===== src/rtl/adcpt_pkg.sv =====
package adcpt_pkg;

    localparam int SRC_W = 6;

    localparam logic [SRC_W-1:0] SRC_OFF    = 6'h00;
    localparam logic [SRC_W-1:0] SRC_INDIV  = 6'h01;
    localparam logic [SRC_W-1:0] SRC_GLOBAL = 6'h0F;

    localparam int ADR_CTRL   = 0;
    localparam int ADR_RDYCLR = 1;
    localparam int ADR_CFG0   = 2;
    localparam int CFG_TRIG_BIT = 8;

    typedef enum logic {SCH_IDLE, SCH_BUSY} sch_state_e;

    // Per-pair decoded write strobes
    typedef struct packed {
        logic cfg_we;
        logic trig_set;
        logic rdy_clr;
    } pair_wr_t;

    function automatic int idx_w(input int n);
        return (n > 1) ? $clog2(n) : 1;
    endfunction

    function automatic logic is_global(input logic [SRC_W-1:0] s);
        return s == SRC_GLOBAL;
    endfunction

    function automatic logic is_indiv(input logic [SRC_W-1:0] s);
        return s == SRC_INDIV;
    endfunction

endpackage


===== src/rtl/adcpt_regs.sv =====
module adcpt_regs
    import adcpt_pkg::*;
#(
    parameter int N_PAIRS = 4,
    parameter int ADDR_W  = 4,
    parameter int DATA_W  = 16
) (
    input  logic                clk,
    input  logic                rst,
    input  logic                wr_en_i,
    input  logic [ADDR_W-1:0]   wr_addr_i,
    input  logic [DATA_W-1:0]   wr_data_i,
    output logic                gtrig_o,
    output logic [SRC_W-1:0]    src_data_o,
    output pair_wr_t            pw_o [N_PAIRS]
);
    logic hit_ctrl, hit_clr;

    assign hit_ctrl   = wr_en_i && (wr_addr_i == ADDR_W'(ADR_CTRL));
    assign hit_clr    = wr_en_i && (wr_addr_i == ADDR_W'(ADR_RDYCLR));
    assign src_data_o = wr_data_i[SRC_W-1:0];

    always_ff @(posedge clk) begin
        if (rst)           gtrig_o <= 1'b0;
        else if (hit_ctrl) gtrig_o <= wr_data_i[0];
        else if (hit_clr)  gtrig_o <= 1'b0;
    end

    for (genvar p = 0; p < N_PAIRS; p++) begin : g_dec
        always_comb begin
            pw_o[p].cfg_we   = wr_en_i && (wr_addr_i == ADDR_W'(ADR_CFG0 + p));
            pw_o[p].trig_set = wr_data_i[CFG_TRIG_BIT];
            pw_o[p].rdy_clr  = hit_clr && wr_data_i[p];
        end
    end
endmodule


===== src/rtl/adcpt_pair.sv =====
module adcpt_pair
    import adcpt_pkg::*;
(
    input  logic              clk,
    input  logic              rst,
    input  pair_wr_t          pw_i,
    input  logic [SRC_W-1:0]  src_data_i,
    input  logic              gtrig_i,
    input  logic              done_i,
    output logic              pend_o,
    output logic              rdy_o
);
    logic [SRC_W-1:0] src_q;
    logic             swtrg_q;
    logic             go_glb, go_ind;

    assign go_glb = gtrig_i && is_global(src_q) && !rdy_o && !pend_o;
    assign go_ind = swtrg_q && is_indiv(src_q) && !pend_o;

    always_ff @(posedge clk) begin
        if (rst) begin
            src_q   <= SRC_OFF;
            swtrg_q <= 1'b0;
        end else if (pw_i.cfg_we) begin
            src_q   <= src_data_i;
            swtrg_q <= pw_i.trig_set && is_indiv(src_data_i);
        end else if (go_ind) begin
            swtrg_q <= 1'b0;
        end
    end

    always_ff @(posedge clk) begin
        if (rst)                     pend_o <= 1'b0;
        else if (done_i)             pend_o <= 1'b0;
        else if (go_glb || go_ind)   pend_o <= 1'b1;
    end

    always_ff @(posedge clk) begin
        if (rst)               rdy_o <= 1'b0;
        else if (done_i)       rdy_o <= 1'b1;
        else if (pw_i.rdy_clr) rdy_o <= 1'b0;
    end
endmodule


===== src/rtl/adcpt_sched.sv =====
module adcpt_sched
    import adcpt_pkg::*;
#(
    parameter int N_PAIRS = 4,
    localparam int PAIR_W = idx_w(N_PAIRS)
) (
    input  logic               clk,
    input  logic               rst,
    input  logic [N_PAIRS-1:0] pend_i,
    input  logic               conv_done_i,
    output logic               conv_start_o,
    output logic [PAIR_W-1:0]  conv_pair_o,
    output logic [N_PAIRS-1:0] done_vec_o
);
    sch_state_e        state_q;
    logic [PAIR_W-1:0] pick;

    always_comb begin
        pick = '0;
        for (int i = N_PAIRS - 1; i >= 0; i--) begin
            if (pend_i[i]) pick = PAIR_W'(i);
        end
    end

    always_ff @(posedge clk) begin
        if (rst) begin
            state_q      <= SCH_IDLE;
            conv_start_o <= 1'b0;
            conv_pair_o  <= '0;
        end else begin
            conv_start_o <= 1'b0;
            case (state_q)
                SCH_IDLE: if (|pend_i) begin
                    conv_start_o <= 1'b1;
                    conv_pair_o  <= pick;
                    state_q      <= SCH_BUSY;
                end
                SCH_BUSY: if (conv_done_i) state_q <= SCH_IDLE;
                default:  state_q <= SCH_IDLE;
            endcase
        end
    end

    always_comb begin
        done_vec_o = '0;
        if (state_q == SCH_BUSY && conv_done_i) done_vec_o[conv_pair_o] = 1'b1;
    end
endmodule


===== src/rtl/adcpt_ctrl.sv =====
module adcpt_ctrl
    import adcpt_pkg::*;
#(
    parameter int N_PAIRS = 4,
    parameter int ADDR_W  = 4,
    parameter int DATA_W  = 16,
    localparam int PAIR_W = idx_w(N_PAIRS)
) (
    input  logic               clk,
    input  logic               rst,
    input  logic               wr_en_i,
    input  logic [ADDR_W-1:0]  wr_addr_i,
    input  logic [DATA_W-1:0]  wr_data_i,
    input  logic               conv_done_i,
    output logic               conv_start_o,
    output logic [PAIR_W-1:0]  conv_pair_o,
    output logic               gtrig_o,
    output logic [N_PAIRS-1:0] pend_o,
    output logic [N_PAIRS-1:0] rdy_o,
    output logic               irq_o
);
    logic [SRC_W-1:0]   src_data;
    pair_wr_t           pw [N_PAIRS];
    logic [N_PAIRS-1:0] done_vec;

    adcpt_regs #(.N_PAIRS(N_PAIRS), .ADDR_W(ADDR_W), .DATA_W(DATA_W)) u_regs (
        .clk(clk), .rst(rst), .wr_en_i(wr_en_i), .wr_addr_i(wr_addr_i),
        .wr_data_i(wr_data_i), .gtrig_o(gtrig_o), .src_data_o(src_data), .pw_o(pw)
    );

    for (genvar p = 0; p < N_PAIRS; p++) begin : g_pair
        adcpt_pair u_pair (
            .clk(clk), .rst(rst), .pw_i(pw[p]), .src_data_i(src_data),
            .gtrig_i(gtrig_o), .done_i(done_vec[p]),
            .pend_o(pend_o[p]), .rdy_o(rdy_o[p])
        );
    end

    adcpt_sched #(.N_PAIRS(N_PAIRS)) u_sched (
        .clk(clk), .rst(rst), .pend_i(pend_o), .conv_done_i(conv_done_i),
        .conv_start_o(conv_start_o), .conv_pair_o(conv_pair_o), .done_vec_o(done_vec)
    );

    assign irq_o = |rdy_o;
endmodule


===== config.mk =====
export PLATFORM = sky130hd
export DESIGN_NAME = adcpt_ctrl
export DESIGN_NICKNAME = d
export VERILOG_FILES = /design/src/rtl/adcpt_pkg.sv /design/src/rtl/adcpt_regs.sv /design/src/rtl/adcpt_pair.sv /design/src/rtl/adcpt_sched.sv /design/src/rtl/adcpt_ctrl.sv
export SDC_FILE = /design/constraint.sdc
export NUM_CORES = 1
export LEC_CHECK = 0
export ABC_AREA = 1
export CAP_MARGIN = 30
export CORE_ASPECT_RATIO = 0.5
export CORE_MARGIN = 2
export CORE_UTILIZATION = 54
export DETAILED_ROUTE_END_ITERATION = 10
export PLACE_DENSITY = 0.89
export SLEW_MARGIN = 10
export SYNTH_ARGS = -nofsm -noshare
export SYNTH_HDL_FRONTEND = slang
export SYNTH_SLANG_ARGS = --single-unit

===== constraint.sdc =====
create_clock -name clk -period 1.4 [get_ports clk]
set_clock_uncertainty 0.1 [all_clocks]
set_input_delay 0.14 -clock clk [delete_from_list [all_inputs] [get_ports clk]]
set_output_delay 0.14 -clock clk [all_outputs]
set_load 0.02 [all_outputs]

After elaboration in Yosys (flattened, before gate mapping)
Index checks and enable logic that the tools add are counted.

cells by class
  magnitude comparators = 2
  equality and inequality tests = 14
  mux-type cells = 28
  bitwise gates (word level) = 1
  reductions and logical operators = 63

operator list
  kind                                                                count
  logical AND 1 bit                                                   33
  == test 6 x 1 -> 1 bit (second input constant)                      5
  == test 6 x 4 -> 1 bit (second input constant)                      4
  two-way mux 1 bit                                                   21
  nonzero test 2 bit                                                  9
  OR reduction 2 bit                                                  5
  == test 4 x 2 -> 1 bit (second input constant)                      2
  == test 4 x 3 -> 1 bit (second input constant)                      2
  zero test 1 bit                                                     8
  two-way mux 2 bit                                                   4
  OR reduction 4 bit                                                  2
  == test 4 x 1 -> 1 bit (second input constant)                      1
  zero test 4 bit                                                     1
  logical OR 1 bit                                                    4
  two-way mux 4 bit                                                   1
  < comparator 2 x 3 -> 1 bit (second input constant)                 1
  demux 1 bit (select 2 bit)                                          1
  greater-or-equal comparator 2 x 1 -> 1 bit (second input constant)  1
  case mux 1 bit (2 select lines)                                     1
  AND reduction 2 bit                                                 1
  inverter 1 bit                                                      1

storage, ports and cells
  register bits = 41
  output and inout bits = 13
  logic and storage cells = 128

Longest topological paths before layout
  depth in word-level cells = 6
  mapped depth = 7

Cells and area by module
Synthesis repeated with hierarchy kept, for this count alone.

second synthesis, totals
  cell total of the unflattened synthesis = 306
  area, all modules = 2,035.7 um2

modules (own cells, without submodules)
  module       times used  cells an instance  area each (um2)  seq. area each (um2)
  adcpt_pair   4           58                 400.4            180.2
  adcpt_regs   1           39                 221.5            20.0
  adcpt_sched  1           32                 201.4            80.1
  adcpt_ctrl   1           3                  11.3             0.0

Least setup slack after synthesis
No wires, ideal clock.

  kind = reg-to-reg
  from = register u_regs.gtrig_o
  to = register g_pair[1].u_pair.pend_o
  library setup time = 0.056 ns
  data arrival time = 0.893 ns
  required time = 1.244 ns
  slack = 0.352 ns
  cell stages (with the launch flop) = 7
  buffers on the path = 0
  clock period less this slack = 1.048 ns
  cells stage by stage = dfxtp_1 -> nand2_1 -> nor3_1 -> nand2_1 -> nand3_1 -> nand2_1 -> inv_1

on the way
  word-level cells in the longest chain between the ends = 4

RTL lines
  item                             RTL line          RTL
  start, declared                  adcpt_regs.sv:13  output logic gtrig_o,
  start signal, assigned           adcpt_regs.sv:25  else if (hit_ctrl) gtrig_o <= wr_data_i[0];
  logical AND 1 bit (3 in series)  adcpt_pair.sv:17  assign go_glb = gtrig_i && is_global(src_q) && !rdy_o && !pend_o;
  logical OR 1 bit                 adcpt_pair.sv:35  else if (go_glb || go_ind) pend_o <= 1'b1;
  end signal, assigned             adcpt_pair.sv:33  if (rst) pend_o <= 1'b0;
  end signal, assigned             adcpt_pair.sv:34  else if (done_i) pend_o <= 1'b0;
  end signal, assigned             adcpt_pair.sv:35
  end, declared                    adcpt_pair.sv:10  output logic pend_o,

No other way between the ends.
A chain may end at the register's enable or synchronous reset.

Worst setup path after layout
  from = register g_pair[1].u_pair.rdy_o
  to = output port irq_o

on the way
  word-level cells in the longest chain between the ends = 1

RTL lines
  item                    RTL line          RTL
  start, declared         adcpt_pair.sv:11  output logic rdy_o
  start signal, assigned  adcpt_pair.sv:39  if (rst) rdy_o <= 1'b0;
  start signal, assigned  adcpt_pair.sv:40  else if (done_i) rdy_o <= 1'b1;
  start signal, assigned  adcpt_pair.sv:41  else if (pw_i.rdy_clr) rdy_o <= 1'b0;
  OR reduction 4 bit      adcpt_ctrl.sv:44  assign irq_o = |rdy_o;
  end, declared           adcpt_ctrl.sv:20  output logic irq_o

No other way between the ends.

==> reports/qor.yml <==
rsz0062_at_grt: "false"
multiInputGateArea_sq_um: 828
busiest_layer: "met2"
drv_slew: 0
htree_levels: 2
drv_cap: 0
synth-warning-count: 0
clockBufferDepth: 2
leakage_uw: 0.00103
reg2reg_depth: 6
path_class: "register to output pin"
start_util: 0.555
ff2ff_setup_slack_ns: 0.25
hold_violations: 0
io_buffers: 27
clock_power_share: 0.357
p_per_area_mw_per_mm2: 921
pwr-share-seq: 0.552
power.internal_uw: 1670
fp.coreArea_sq_mm: 0.00336
critical_path_arrival_ns: 1.12
tritoncts: "yes"
wl_per_cell_microns: 13.9
async_flop_share: 0
switching_share: 0.228
fin_ws_ns: 0.0365
dp_slack_ns: -0.172
drc_errors: 0
vdd_drop_max_mv: 0.503
final_core_util: 0.698
diodes: 0
min_path_type: "register to register"
seq_area_sq_um: 821
synthMuxAreaShare: 0
synth_edf_count: 0
clk_latency_ns: 0.29
r2r_start: "g_pair[0].u_pair.pend_o"
status: "completed"
numCtsBuffers: 5
grt_pass1_vias: 1745
syn_nets: 291
gp_congestion: 0.910
synth-simple-area-share: 0.294
antenna_found_initial: 0
cp-start-kind: "register"
synthCells: 267
yosys-top-cells-area: "dfxtp_1, nand2_1, a21oi_1"
setup_viol: 0
power_uw: 2160
grt_overflow: 0
wl_microns: 4890
grt_use_met1: 0.320
hpwl_microns: 3770
cts.clk_slew.worst_paths_ns: 0.07
num_io_pins: 37
grt_use_total: 0.264
vias_per_cell: 5.34
synth.cell_area_sq_mm: 0.00186
synth_xor_area_frac: 0
die-area_sq_mm: 0.00396
syn_area_per_cell_sq_um: 6.98
die_h_microns: 45.5
drive_above_1_share: 0.132
grtUsageMet2: 0.458
timing.fmax_mhz: 733
p_switching_uw: 492
reg2reg_to: "u_sched.conv_pair_o[0]"
die_w_microns: 87.1
synth_top_area_frac: 0.441
crit_path_start: "g_pair[1].u_pair.rdy_o"
ys_types: 20
antenna_left: 0
grt_pass1_wl_microns: 7870
period_needed_ns: 1.36
fillerInstances: 238
min_period_over_period: 0.974
worstSetupEndpointType: "output pin"
cts-root-buf: "clkbuf_8"
tightest_slew_ns: 0.281
use_met3: 0.0688
synth_largest_area_cell: "dfxtp_1"
yosys.area_share.adder: 0
relSlewSlack: 0.812
nets: 334
yosysSeqAreaShare: 0.441
cp_max_fo: 4
firstDrtPassIters: 4
synth-compound-area-share: 0.148
dr_total_vias: 1880
grt_start_max_net_pins: 17
synth_flop_cell: "dfxtp_1"
p_comb_frac: 0.091
clock-sinks: 41
drt_iter0_markers: 157
ys_ff_latch: 41
core.rowCount: 15
syn_to_final_growth_pct: 25.8
required_ns: 1.16
critPathCapture: "irq_o"
synth_top_family_by_area: "simple AND/OR/NAND/NOR gates"
kinds of logic (layout without fill, tap and decap cells):
| group | count (synthesis) | in the layout |
|---|---|---|
| flops | 41 | 41 |
| buf+inv | 46 | 89 |
| simple gates | 126 | 126 |
| compound gates | 54 | 54 |
sequential cells by signal, indices dropped and copies added, names as in the netlist:
name,count
g_pair.u_pair.pend_o,4
g_pair.u_pair.rdy_o,4
g_pair.u_pair.src_q,24
g_pair.u_pair.swtrg_q,4
u_regs.gtrig_o,1
u_sched.conv_pair_o,2
u_sched.conv_start_o,1
u_sched.state_q,1
Yosys cell counts (3+ instances only):
cell type and n:
inv_1 29, a21oi_1 33, o21ai_0 18, nor2_1 30, inv_2 3, nor3_1 4
buf_4 8, nand4_1 7, nand3_1 13, nand3_2 3, dfxtp_1 41, nand2_1 66
worst min-delay path by stage:
stage | startpoint | endpoint | slack (ns) | cells past startpoint
2_1_floorplan | wr_data_i[0] | g_pair[2].u_pair.src_q[0] | 0.17 | 2
3_5_place_dp | g_pair[1].u_pair.swtrg_q | g_pair[1].u_pair.swtrg_q | 0.36 | 2
4_1_cts | g_pair[3].u_pair.swtrg_q | g_pair[3].u_pair.swtrg_q | 0.38 | 2
3_3_place_gp | g_pair[3].u_pair.swtrg_q | g_pair[3].u_pair.swtrg_q | 0.35 | 2
5_1_grt | g_pair[0].u_pair.src_q[2] | g_pair[0].u_pair.src_q[2] | 0.40 | 2
6_report | g_pair[3].u_pair.swtrg_q | g_pair[3].u_pair.swtrg_q | 0.37 | 2
per-layer routing:
metal	share of wire	routed length, microns
met1	0.42	2060
met5	0	0
met4	0.023	112
met2	0.48	2360
met3	0.074	362
metrics by stage:
stage	setup TNS (ns)	cells	instance area (sq um)	hold WS, ns
after floorplan	0	267	1860	0.175
after global placement	-1.05	344	2260	0.349
after detailed placement	-2.64	344	2260	0.361
after CTS	0	351	2330	0.376
after global routing	0	352	2340	0.399
final	0	352	2340	0.372
layout by cell type, fill, tap and decap left out, types with 2 or more instances in the layout:
master | synthesis | routed
nand2_1 | 66 | 66
nor2_2 | 1 | 3
nand4_1 | 7 | 7
o21ai_0 | 18 | 18
nor3_1 | 4 | 4
inv_1 | 29 | 29
a31oi_1 | 2 | 2
a21oi_1 | 33 | 33
clkdlybuf4s50_1 | 0 | 14
inv_2 | 3 | 3
dlygate4sd2_1 | 0 | 12
nand3_2 | 3 | 3
dfxtp_1 | 41 | 41
nand3_1 | 13 | 13
clkbuf_8 | 0 | 6
nor2_1 | 30 | 28
buf_4 | 8 | 22
nor2_4 | 2 | 2
timing repair:
action | in CTS | in global routing
hold buffers | 0 | 0
buffers inserted | 0 | 1
cloned | 0 | 0
pin swaps | 0 | 1
resized for setup | 17 | 1
endpoints found under the setup margin | 13 | 1
power by group through the flow:
stage / logic, uW / registers (uW) / clock network, uW
after floorplan: 76.4 / 1220 / 0
after global placement: 184 / 1220 / 0
after detailed placement: 191 / 1220 / 0
after CTS: 192 / 1190 / 782
after global routing: 214 / 1190 / 815
final: 196 / 1190 / 771
critical path: stages (launching register included):
cell,delay [ns]
dfxtp_1,0.36
nor2_2,0.16
nand3_1,0.13
buf_2,0.18
area by class of cell:
class,instances,area share
Inverter,32,0.0513
Clock buffer,7,0.0368
Multi-Input combinational cell,180,0.353
Tap cell,42,0.0224
Sequential cell,41,0.350
Timing Repair Buffer,50,0.186
(Power assumes the default switching activity.)
